File: src/rtl/spi_sr_pkg.sv
// Package: shared command codes and status bit positions for the
// status protection controller. Assumes 8-bit commands, MSB first.
package spi_sr_pkg;
    localparam logic [7:0] OP_WRSR = 8'h01;
    localparam logic [7:0] OP_WRDI = 8'h04;
    localparam logic [7:0] OP_RDSR = 8'h05;
    localparam logic [7:0] OP_WREN = 8'h06;
    localparam logic [7:0] OP_EWSR = 8'h50;
    localparam logic [7:0] OP_ENSO = 8'hB1;

    localparam int BYTE_W  = 8;
    localparam int BP_W    = 3;
    localparam int BP_LSB  = 2;
    localparam int LOCK_B  = 7;
    localparam int CNT_W   = $clog2(BYTE_W);

    // Number of whole bytes seen in a frame, saturating at two.
    typedef enum logic [1:0] {
        NB_NONE = 2'd0,
        NB_ONE  = 2'd1,
        NB_MORE = 2'd2
    } nbytes_e;
endpackage

File: src/rtl/spi_sr_sync.sv
// Module: multi-bit level synchroniser bank.
// Each input bit passes through STAGES flops (STAGES must be 2 or more).
// Assumes inputs are slow levels relative to clk; reset value per bit
// is given by RST_VAL so idle levels do not create false edges.
module spi_sr_sync #(
    parameter int              STAGES  = 2,
    parameter int              NSIG    = 4,
    parameter logic [NSIG-1:0] RST_VAL = '0
) (
    input  logic            clk,
    input  logic            rst_n,
    input  logic [NSIG-1:0] raw_in,
    output logic [NSIG-1:0] sync_out
);
    for (genvar g = 0; g < NSIG; g++) begin : g_sig
        logic [STAGES-1:0] chain;

        // Shift one input bit through its synchroniser chain.
        always_ff @(posedge clk) begin
            if (!rst_n) begin
                chain <= {STAGES{RST_VAL[g]}};
            end else begin
                chain <= {chain[STAGES-2:0], raw_in[g]};
            end
        end

        assign sync_out[g] = chain[STAGES-1];
    end
endmodule

File: src/rtl/spi_sr_rx.sv
// Module: serial byte receiver.
// Detects serial-clock edges while chip select is low, assembles bytes
// MSB first on rising edges and reports frame end with a flag telling
// whether the frame ended on a byte boundary. Assumes synchronised inputs.
module spi_sr_rx
    import spi_sr_pkg::*;
(
    input  logic              clk,
    input  logic              rst_n,
    input  logic              cs_n_s,
    input  logic              sck_s,
    input  logic              mosi_s,
    output logic              sck_fall,
    output logic              byte_vld,
    output logic [BYTE_W-1:0] byte_dat,
    output logic              frame_end,
    output logic              frame_clean
);
    logic              sck_d;
    logic              cs_d;
    logic              sck_rise;
    logic              cs_rise;
    logic [CNT_W-1:0]  bit_cnt;
    logic [BYTE_W-2:0] shreg;

    assign sck_rise = sck_s & ~sck_d & ~cs_n_s;
    assign sck_fall = ~sck_s & sck_d & ~cs_n_s;
    assign cs_rise  = cs_n_s & ~cs_d;

    // Keep the previous clock and select levels for edge detection.
    always_ff @(posedge clk) begin
        if (!rst_n) begin
            sck_d <= 1'b0;
            cs_d  <= 1'b1;
        end else begin
            sck_d <= sck_s;
            cs_d  <= cs_n_s;
        end
    end

    // Shift data bits in and count position within the current byte.
    always_ff @(posedge clk) begin
        if (!rst_n) begin
            bit_cnt <= '0;
            shreg   <= '0;
        end else if (cs_n_s) begin
            bit_cnt <= '0;
        end else if (sck_rise) begin
            shreg   <= {shreg[BYTE_W-3:0], mosi_s};
            bit_cnt <= bit_cnt + 1'b1;
        end
    end

    // Report complete bytes and frame ends as one-cycle pulses.
    always_ff @(posedge clk) begin
        if (!rst_n) begin
            byte_vld    <= 1'b0;
            byte_dat    <= '0;
            frame_end   <= 1'b0;
            frame_clean <= 1'b0;
        end else begin
            byte_vld    <= sck_rise && (bit_cnt == CNT_W'(BYTE_W - 1));
            if (sck_rise && (bit_cnt == CNT_W'(BYTE_W - 1))) begin
                byte_dat <= {shreg, mosi_s};
            end
            frame_end   <= cs_rise;
            frame_clean <= (bit_cnt == '0);
        end
    end
endmodule

File: src/rtl/spi_sr_ctrl.sv
// Module: command decoder and protection state.
// Records opcode and first data byte per frame, then applies the command
// on the frame end pulse only if the frame ended on a byte boundary.
// Assumes frame_end follows the final byte_vld of the frame.
module spi_sr_ctrl
    import spi_sr_pkg::*;
#(
    parameter logic [BP_W-1:0] BP_RESET = '0
) (
    input  logic              clk,
    input  logic              rst_n,
    input  logic              byte_vld,
    input  logic [BYTE_W-1:0] byte_dat,
    input  logic              frame_end,
    input  logic              frame_clean,
    input  logic              wp_n_s,
    output logic [BP_W-1:0]   bp_o,
    output logic              lock_o,
    output logic              wel_o,
    output logic              otp_mode_o,
    output logic              otp_lock_o,
    output logic              rd_active_o
);
    logic [BYTE_W-1:0] opcode_q;
    logic [BP_W-1:0]   dat_bp_q;
    logic              dat_lock_q;
    nbytes_e           nbytes_q;

    logic [BP_W-1:0]   bp_q, bp_n;
    logic              lock_q, lock_n;
    logic              wel_q, wel_n;
    logic              otp_mode_q, otp_mode_n;
    logic              otp_lock_q, otp_lock_n;
    logic              rd_active_q;
    logic              exec;
    logic              single;

    assign exec   = frame_end && frame_clean;
    assign single = (nbytes_q == NB_ONE);

    // Capture opcode and data fields and count whole bytes per frame.
    always_ff @(posedge clk) begin
        if (!rst_n) begin
            opcode_q    <= '0;
            dat_bp_q    <= '0;
            dat_lock_q  <= 1'b0;
            nbytes_q    <= NB_NONE;
            rd_active_q <= 1'b0;
        end else if (frame_end) begin
            nbytes_q    <= NB_NONE;
            rd_active_q <= 1'b0;
        end else if (byte_vld) begin
            case (nbytes_q)
                NB_NONE: begin
                    opcode_q    <= byte_dat;
                    rd_active_q <= (byte_dat == OP_RDSR);
                    nbytes_q    <= NB_ONE;
                end
                NB_ONE: begin
                    dat_bp_q   <= byte_dat[BP_LSB +: BP_W];
                    dat_lock_q <= byte_dat[LOCK_B];
                    nbytes_q   <= NB_MORE;
                end
                default: nbytes_q <= NB_MORE;
            endcase
        end
    end

    // Work out the protection state after a clean frame end.
    always_comb begin
        bp_n       = bp_q;
        lock_n     = lock_q;
        wel_n      = wel_q;
        otp_mode_n = otp_mode_q;
        otp_lock_n = otp_lock_q;
        if (exec) begin
            case (opcode_q)
                OP_WREN, OP_EWSR: begin
                    if (single) wel_n = 1'b1;
                end
                OP_WRDI: begin
                    if (single) begin
                        wel_n      = 1'b0;
                        otp_mode_n = 1'b0;
                    end
                end
                OP_ENSO: begin
                    if (single) otp_mode_n = 1'b1;
                end
                OP_WRSR: begin
                    if (nbytes_q == NB_MORE) begin
                        wel_n = 1'b0;
                        if (wel_q) begin
                            if (otp_mode_q) begin
                                otp_lock_n = 1'b1;
                            end else if (wp_n_s || !lock_q) begin
                                bp_n   = dat_bp_q;
                                lock_n = dat_lock_q;
                            end
                        end
                    end
                end
                default: ;
            endcase
        end
    end

    // Commit the protection state.
    always_ff @(posedge clk) begin
        if (!rst_n) begin
            bp_q       <= BP_RESET;
            lock_q     <= 1'b0;
            wel_q      <= 1'b0;
            otp_mode_q <= 1'b0;
            otp_lock_q <= 1'b0;
        end else begin
            bp_q       <= bp_n;
            lock_q     <= lock_n;
            wel_q      <= wel_n;
            otp_mode_q <= otp_mode_n;
            otp_lock_q <= otp_lock_n;
        end
    end

    assign bp_o        = bp_q;
    assign lock_o      = lock_q;
    assign wel_o       = wel_q;
    assign otp_mode_o  = otp_mode_q;
    assign otp_lock_o  = otp_lock_q;
    assign rd_active_o = rd_active_q;

    // Protection bits move only right after a frame end.
    assert_bp_at_frame_end_R2: assert property (@(posedge clk) disable iff (!rst_n)
        !$stable(bp_q) |-> $past(frame_end));

    // Locked register with the pin low keeps its block-protect bits.
    assert_locked_ignore_R4: assert property (@(posedge clk) disable iff (!rst_n)
        $past(!wp_n_s && lock_q) |-> $stable(bp_q));

    // Lock can fall only when the pin was high.
    assert_lock_hold_R5: assert property (@(posedge clk) disable iff (!rst_n)
        $fell(lock_q) |-> $past(wp_n_s));

    // A frame cut mid-byte changes nothing.
    assert_abort_R9: assert property (@(posedge clk) disable iff (!rst_n)
        $past(frame_end && !frame_clean) |->
            ($stable(bp_q) && $stable(lock_q) && $stable(wel_q) && $stable(otp_mode_q)));

    // The OTP seal never clears.
    assert_otp_lock_sticky_R11: assert property (@(posedge clk) disable iff (!rst_n)
        $past(otp_lock_q) |-> otp_lock_q);

    // OTP mode ends only through write-disable.
    assert_otp_exit_R12: assert property (@(posedge clk) disable iff (!rst_n)
        $fell(otp_mode_q) |-> $past(frame_end && opcode_q == OP_WRDI));
endmodule

File: src/rtl/spi_sr_tx.sv
// Module: status shifter for serial-out.
// While a status read is active, launches one status bit per falling
// serial-clock edge, MSB first, wrapping every byte. Output enable drops
// as soon as the synchronised chip select goes high.
module spi_sr_tx
    import spi_sr_pkg::*;
(
    input  logic              clk,
    input  logic              rst_n,
    input  logic              cs_n_s,
    input  logic              sck_fall,
    input  logic              rd_active,
    input  logic [BYTE_W-1:0] status,
    output logic              miso,
    output logic              miso_oe
);
    logic [CNT_W-1:0] idx_q;

    // Step through the status byte on each falling edge of a read.
    always_ff @(posedge clk) begin
        if (!rst_n) begin
            idx_q   <= CNT_W'(BYTE_W - 1);
            miso    <= 1'b0;
            miso_oe <= 1'b0;
        end else if (cs_n_s) begin
            idx_q   <= CNT_W'(BYTE_W - 1);
            miso    <= 1'b0;
            miso_oe <= 1'b0;
        end else if (sck_fall && rd_active) begin
            miso    <= status[idx_q];
            idx_q   <= idx_q - 1'b1;
            miso_oe <= 1'b1;
        end
    end

    // Serial-out is driven only inside a selected frame.
    assert_oe_cs_R8: assert property (@(posedge clk) disable iff (!rst_n)
        miso_oe |-> !$past(cs_n_s));
endmodule

File: src/rtl/spi_status_guard.sv
// Module: top of the status protection controller.
// Synchronises the serial pins, receives bytes, decodes commands,
// holds protection state and returns status on serial-out.
// Assumes clk is at least eight times the serial clock rate.
module spi_status_guard
    import spi_sr_pkg::*;
#(
    parameter int              SYNC_STAGES = 2,
    parameter logic [BP_W-1:0] BP_RESET    = '0
) (
    input  logic clk,
    input  logic rst_n,
    input  logic spi_cs_n,
    input  logic spi_sck,
    input  logic spi_mosi,
    input  logic wp_n,
    input  logic array_busy,
    output logic spi_miso,
    output logic spi_miso_oe,
    output logic otp_mode,
    output logic otp_prog_ok
);
    localparam int NSIG = 4;
    localparam logic [NSIG-1:0] PIN_IDLE = 4'b1001;

    logic [NSIG-1:0]   pins_s;
    logic              sck_fall;
    logic              byte_vld;
    logic [BYTE_W-1:0] byte_dat;
    logic              frame_end;
    logic              frame_clean;
    logic [BP_W-1:0]   bp;
    logic              lock;
    logic              wel;
    logic              otp_lock;
    logic              rd_active;
    logic [BYTE_W-1:0] status;

    spi_sr_sync #(
        .STAGES  (SYNC_STAGES),
        .NSIG    (NSIG),
        .RST_VAL (PIN_IDLE)
    ) u_sync (
        .clk      (clk),
        .rst_n    (rst_n),
        .raw_in   ({wp_n, spi_mosi, spi_sck, spi_cs_n}),
        .sync_out (pins_s)
    );

    spi_sr_rx u_rx (
        .clk         (clk),
        .rst_n       (rst_n),
        .cs_n_s      (pins_s[0]),
        .sck_s       (pins_s[1]),
        .mosi_s      (pins_s[2]),
        .sck_fall    (sck_fall),
        .byte_vld    (byte_vld),
        .byte_dat    (byte_dat),
        .frame_end   (frame_end),
        .frame_clean (frame_clean)
    );

    spi_sr_ctrl #(
        .BP_RESET (BP_RESET)
    ) u_ctrl (
        .clk         (clk),
        .rst_n       (rst_n),
        .byte_vld    (byte_vld),
        .byte_dat    (byte_dat),
        .frame_end   (frame_end),
        .frame_clean (frame_clean),
        .wp_n_s      (pins_s[3]),
        .bp_o        (bp),
        .lock_o      (lock),
        .wel_o       (wel),
        .otp_mode_o  (otp_mode),
        .otp_lock_o  (otp_lock),
        .rd_active_o (rd_active)
    );

    assign status = {lock, 2'b00, bp, wel, array_busy};

    spi_sr_tx u_tx (
        .clk       (clk),
        .rst_n     (rst_n),
        .cs_n_s    (pins_s[0]),
        .sck_fall  (sck_fall),
        .rd_active (rd_active),
        .status    (status),
        .miso      (spi_miso),
        .miso_oe   (spi_miso_oe)
    );

    assign otp_prog_ok = otp_mode && !otp_lock && (bp == '0);

    // Program permission never coexists with any block-protect bit set.
    assert_prog_gate_R13: assert property (@(posedge clk) disable iff (!rst_n)
        otp_prog_ok |-> (status[BP_LSB +: BP_W] == '0) && otp_mode);
endmodule

File: config.mk
export PLATFORM = sky130hd
export DESIGN_NAME = spi_status_guard
export DESIGN_NICKNAME = d
export VERILOG_FILES = /design/src/rtl/spi_sr_pkg.sv /design/src/rtl/spi_sr_sync.sv /design/src/rtl/spi_sr_rx.sv /design/src/rtl/spi_sr_ctrl.sv /design/src/rtl/spi_sr_tx.sv /design/src/rtl/spi_status_guard.sv
export SDC_FILE = /design/constraint.sdc
export NUM_CORES = 1
export LEC_CHECK = 0
export BUFFER_PORTS_ARGS = -buffer_cell sky130_fd_sc_hd__buf_2
export CORE_MARGIN = 8
export CORE_UTILIZATION = 60
export DETAILED_ROUTE_END_ITERATION = 8
export GPL_TIMING_DRIVEN = 0
export PLACE_DENSITY = 0.78
export REMOVE_ABC_BUFFERS = 1
export SYNTH_ARGS = -nofsm -noshare
export SYNTH_HDL_FRONTEND = slang
export SYNTH_SLANG_ARGS = --single-unit
export TNS_END_PERCENT = 1
File: constraint.sdc
create_clock -name clk -period 4.05 [get_ports clk]
set_input_delay 0.405 -clock clk [delete_from_list [all_inputs] [get_ports clk]]
set_output_delay 0.405 -clock clk [all_outputs]
set_load 0.01 [all_outputs]
### Yosys cells after proc, flatten, opt, wreduce, memory -nomap -nowiden

Cells that the tools add are included.

| cells by class | value |
|---|---|
| $add $sub $neg | 2 |
| eq/ne operators | 13 |
| bitwise gates (word level) | 12 |
| reductions and logical operators | 24 |
| multiplexer cells | 8 |
| order comparisons | 1 |

Operator list:

| kind | number |
|---|---|
| $eq A8 B3 Y1 const B | 3 |
| $reduce_and A5 Y1 | 2 |
| $eq A8 B1 Y1 const B | 1 |
| $eq A8 B7 Y1 const B | 1 |
| $eq A8 B8 Y1 const B | 1 |
| $ne A2 B1 Y1 const B | 4 |
| $not A1 Y1 | 7 |
| $logic_not A3 Y1 | 2 |
| $reduce_and A3 Y1 | 2 |
| $reduce_and A6 Y1 | 1 |
| $reduce_or A2 Y1 | 3 |
| $and A1 B1 Y1 | 5 |
| $logic_and A1 B1 Y1 | 5 |
| $lt A3 B4 Y1 const B | 1 |
| $mux W1 | 4 |
| $reduce_and A2 Y1 | 2 |
| $reduce_and A4 Y1 | 1 |
| $add A3 B1 Y3 const B | 1 |
| $bmux W1 S3 | 1 |
| $eq A3 B3 Y1 const B | 1 |
| $pmux W1 S3 | 1 |
| $reduce_bool A3 Y1 | 1 |
| $sub A3 B1 Y3 const B | 1 |
| $eq A2 B1 Y1 const B | 1 |
| 7 further kinds | 8 |

| storage, ports and cells | value |
|---|---|
| output and inout bits | 4 |
| flip-flop bits (word level) | 58 |
| bits of input ports | 7 |

### Depth between registers and ports, before layout

| logic depth | value |
|---|---|
| word-level depth | 4 |
| mapped depth | 6 |
| gate-level depth less buffers | 5 |

### By module

A second synthesis with hierarchy kept.

| second synthesis, totals | value |
|---|---|
| cells, all modules | 250 |
| area, all modules | 2398.6 um^2 |

Modules (own cells, without submodules):

| module | seq. area each (um^2) | times used | cells each | area each (um^2) |
|---|---|---|---|---|
| spi_sr_ctrl | 440.4 | 1 | 111 | 968.4 |
| spi_sr_rx | 460.4 | 1 | 89 | 902.1 |
| spi_sr_tx | 100.1 | 1 | 27 | 271.5 |
| spi_sr_sync | 160.2 | 1 | 20 | 240.2 |
| spi_status_guard | 0.0 | 1 | 3 | 16.3 |

### Worst setup path before layout

No wires, ideal clock.

| timing | value |
|---|---|
| path kind | register to register |
| from | reg u_ctrl.opcode_q[1] |
| to | reg u_ctrl.bp_q[0] (netlist: u_ctrl.bp_o[0]) |
| path buffers | 0 |
| arrival | 1.944 ns |
| required time | 3.978 ns |
| stages on the path, launching flop included | 5 |
| setup time | 0.072 ns |
| setup slack | 2.034 ns |
| cell sequence | dfxtp_1 or4_1 or4_4 a2111oi_4 mux2i_1 |

| between the ends | value |
|---|---|
| word-level cells in the longest chain between the ends | 2 |

Ends and longest elaborated chain:

| element | RTL line | source |
|---|---|---|
| from (decl) | spi_sr_ctrl.sv:24 | `logic [BYTE_W-1:0] opcode_q;` |
| from (signal assigned) | spi_sr_ctrl.sv:55 | `opcode_q <= byte_dat;` |
| $eq A8 B1 Y1 | spi_sr_ctrl.sv:77 | `case (opcode_q)` |
| $reduce_and A6 Y1 (no source line) | n/a |  |
| to (signal assigned) | spi_sr_ctrl.sv:117 | `bp_q <= bp_n;` |
| to (decl) | spi_sr_ctrl.sv:29 | `logic [BP_W-1:0] bp_q, bp_n;` |

Every way passes these cells.
A chain may end at the register's enable or synchronous reset.

### Final worst setup path

| timing | value |
|---|---|
| from | reg u_ctrl.opcode_q[1] |
| to | reg u_ctrl.bp_q[1] (netlist: u_ctrl.bp_o[1]) |

The elaborated chain is that of the path after synthesis.

==> impl_summary.txt <==
----------------------------------------------------
[Run status]
  Outcome ... completed

[STA]
  Final Max Tran Viols ... 0
  Slew at the pin closest to its max-slew limit ... around 1.1 ns
  Setup slack after layout ... around 1.9 ns
  Clock skew ... between 0.007 and 0.008 ns
  Fin crit period ... between 2 and 2.5 ns
  Headroom to the max-slew limit ... 0.273
  Portion of the clock cycle consumed by the worst path in the final layout ... 0.533
  Setup repair after global routing missed its margin ... false
  Highest attainable clock frequency ... about 0.46 GHz
  Setup-violating endpoint count in the final report ... 0
  Hold violation total from the final report ... 0
  Final sum of negative setup slack ... 0 ns

[Setup path]
  Capture instance of the worst register-to-register path ... u_ctrl.bp_o[1]
  Worst Reg-to-Reg Cells ... 4
  Critical Path Start ... u_ctrl.opcode_q[1]
  Worst reg-to-reg setup slack ... 1.89 ns
  Worst EP required ... between 4 and 5 ns
  Cells traversed along the worst timing path ... or4_1 > or4_4 > a2111oi_4 > mux2i_1
  Largest incremental delay on the critical path ... around 0.53 ns
  Maximum fanout along the worst path ... 5
  Slowest stage cell, crit path ... or4_1
  Worst r2r src ... u_ctrl.opcode_q[1]
  Arrival time at the worst endpoint ... between 2 and 2.5 ns
  Category of the worst setup path launch point ... flip-flop
  Critical path capture point type ... flip-flop
  Classification of the worst setup path ... flip-flop to flip-flop

[Global routing]
  Global-route wire length before repair ... 7.21 mm
  Gr usage total ... 0.146
  Congestion Overflow GR ... 0
  Number of global-route vias before repair ... between 1.5k and 2k
  Antenna violations before repair ... 0
  Largest net degree at the start of global routing ... between 50 and 60

[Die]
  Die footprint ... 0.00618 mm²
  Number of placement rows ... 22
  Core Region ... 0.00372 mm²
  Initial core utilization ... 0.633
  Die W ... roughly 80 µm
  Die height ... 78.6 µm
  Top-Level Pins ... 11

[Clock tree]
  CTS sink cnt ... 58
  Post-CTS clock slew at the launch and capture registers of the worst setup and hold paths ... approximately 0.06 ns
  Number of levels the H-tree was split into ... 3
  Number of gates given a new drive strength after cts ... 0
  Clock tree from TritonCTS ... done
  Total of hold buffers inserted after clock tree synthesis ... 0
  CTS Buf Count ... 9
  Clock network latency to the later pin of the worst-skew pair ... around 0.33 ns
  Number of post-CTS setup repair buffers ... 0
  Longest Clk Path Bufs ... 2
  Root Buffer Master ... clkbuf_8

[Pwr]
  Internal portion of total power ... 0.000856 W
  Switching share of total power ... 0.207
  Share of power burned in combinational logic ... 0.019
  Total leakage power ... 0.933 nW
  Max VDD drop ... about 0.34 mV
  Power density normalized to cell area ... between 400 and 500 mW/mm²
  Sequential Power Share ... 0.535
  Clock power share ... 0.446
  Power dissipated by switching net loads ... between 0.0002 and 0.00025 W

[Min path]
  Endpoint of the worst hold path ... u_sync.g_sig[3].chain[0]
  Hold Path Origin ... wp_n
  Worst Hold Class ... input port to flip-flop
  Worst hold path cell count ... 2

[Synthesis]
  Post-synth top flop ... dfxtp_1
  Synth Instances ... 244
  Sequential element share of the synthesized area ... 0.494
  Number of unique standard cell types used by synthesis ... 40
  Synth top area share ... 0.494
  Count of flip-flops with a built-in enable after synthesis ... 0
  Commonest cells in the netlist ... dfxtp_1, nand2_1, a21boi_0, mux2i_1, nor2b_1
  Number of warnings issued by yosys ... 0
  Leading area contributor after synthesis ... dfxtp_1
  Post-synth ARST share ... 0
  Post-synthesis instance area ... ~0.0024 mm²
  Leading cell types by total area after synthesis ... dfxtp_1, nand2_1, mux2i_1, a21boi_0, nor2b_1
  Library cell with the highest instance count after synthesis ... dfxtp_1
  #FFs+latches synth ... 58
  Synth Area per Inst ... between 9 and 10 µm²

[Layout]
  Inserted Diodes ... 0
  Area added between synthesis and finish ... 9.73%
  Number of nets in the layout ... 267
  Final Instance Area ... about 0.0026 mm²
  Fraction of final layout cells with drive strength greater than 1 ... 0.138

[Drt]
  Post-route DRC violation count ... 0
  Violation count after the first detailed-routing iteration ... 100
  DR WL met3 ... 104 µm
  Residual antenna-violating net count after detailed routing ... 0
  Highest metal layer used by the detailed router ... met4
  Average wire per standard cell ... around 13 µm
  Vias ... 1650
  WL met1 ... between 1.5 and 2 mm
  Met2 layer wire length in the routed design ... 1.94 mm
  Post-Route WL ... between 4 and 5 mm
  Average via count per standard cell ... ~5.3
  Number of detailed-routing iterations run before antenna repair ... 4

[Placed design]
  Final RePlAce weighted congestion ... 0.728
  Detailed placement HPWL ... 2.69 mm
  Pre-CTS setup slack ... 1.67 ns
  Post-placement cell area ... 0.00239 mm²
  Port Buffer Count ... 10

[Flow run]
  Count of max-cap constraint violations ... 0

----------------------------------------------------
power by group through the flow:
stage	registers (W)	logic, W	clock network [W]
5_1_grt	0.000578	0.0000230	0.000522
4_1_cts	0.000578	0.0000211	0.000494
2_1_floorplan	0.000590	0.0000109	0
3_3_place_gp	0.000590	0.0000205	0
6_report	0.000578	0.0000208	0.000481
3_5_place_dp	0.000591	0.0000209	0
worst max-delay path: cells and delay by family (launching register included):
kind	cells	cell delay (ns)
simple gates	2	1.00
mux	1	0.24
flops	1	0.34
compound gates	1	0.52
worst max path at each step:
| stage | endpoint | slack (ns) |
|---|---|---|
| 2_1_floorplan | u_ctrl.bp_o[0] | 2.03 |
| 3_3_place_gp | u_rx.byte_dat[1] | 1.76 |
| 3_5_place_dp | u_rx.byte_dat[6] | 1.67 |
| 4_1_cts | u_rx.byte_dat[6] | 1.67 |
| 5_1_grt | u_ctrl.bp_o[1] | 1.79 |
| 6_report | u_ctrl.bp_o[1] | 1.89 |
registers in the layout, summed over array words and instances, names as in the netlist:
name                flops
u_ctrl.bp_o             3
u_ctrl.dat_bp_q         3
u_ctrl.dat_lock_q       1
u_ctrl.lock_o           1
u_ctrl.nbytes_q         2
u_ctrl.opcode_q         8
u_ctrl.otp_lock_o       1
u_ctrl.otp_mode_o       1
u_ctrl.rd_active_o      1
u_ctrl.wel_o            1
u_rx.bit_cnt            3
u_rx.byte_dat           8
u_rx.byte_vld           1
u_rx.cs_d               1
u_rx.frame_clean        1
u_rx.frame_end          1
u_rx.sck_d              1
u_rx.shreg              7
u_sync.g_sig.chain      8
u_tx.idx_q              3
u_tx.miso               1
u_tx.miso_oe            1
logic make-up (layout without fill, tap and decap cells):
kind of cell / after synthesis / count (layout) / synth area share
fa+ha+maj: 4 / 4 / 0.0213
xor+xnor: 1 / 1 / 0.00372
simple gates: 116 / 116 / 0.261
compound gates: 32 / 32 / 0.103
flops: 58 / 58 / 0.494
buf+inv: 16 / 33 / 0.0404
mux: 17 / 17 / 0.0777
cells in the final DEF, fill, tap and decap left out, types with 3 or more instances in the layout:
| cell | netlist | layout |
|---|---|---|
| inv_1 | 7 | 7 |
| mux2i_1 | 16 | 16 |
| nor2b_1 | 15 | 15 |
| dfxtp_1 | 58 | 58 |
| or3b_2 | 3 | 3 |
| a21boi_0 | 16 | 16 |
| nand2_1 | 50 | 50 |
| clkbuf_8 | 0 | 12 |
| nand2b_1 | 7 | 7 |
| buf_2 | 0 | 10 |
| nor4bb_1 | 3 | 3 |
| ha_1 | 4 | 4 |
| and2_1 | 6 | 6 |
| nand3_1 | 4 | 4 |
| a21oi_1 | 6 | 6 |
| nor2_1 | 12 | 12 |
area by class of cell:
type | instances | area, µm²
sequential | 58 | 1160
fill | 303 | 1130
multi-input combinational | 170 | 1100
clock buffer | 14 | 173
tap | 48 | 60.1
timing repair buffer | 10 | 50.0
inverter | 7 | 26.3
clock inverter | 2 | 10.0
stage by stage:
stage                     hold slack (ns)  utilization  total power (W)  std cells
after floorplan                     0.367            -         0.000601        235
after global placement              0.376        0.644         0.000611        293
after detailed placement            0.374        0.644         0.000611        293
after CTS                           0.244        0.693          0.00109        309
after global routing                0.254        0.695          0.00112        309
final                               0.258        0.695          0.00108        309
layer usage:
metal  GRT usage  vias up
met4      0.0833        0
met1       0.170      762
met3      0.0376       10
met5           0        -
li1            -      854
met2       0.236       24
Power figures use the tool's default switching activity.
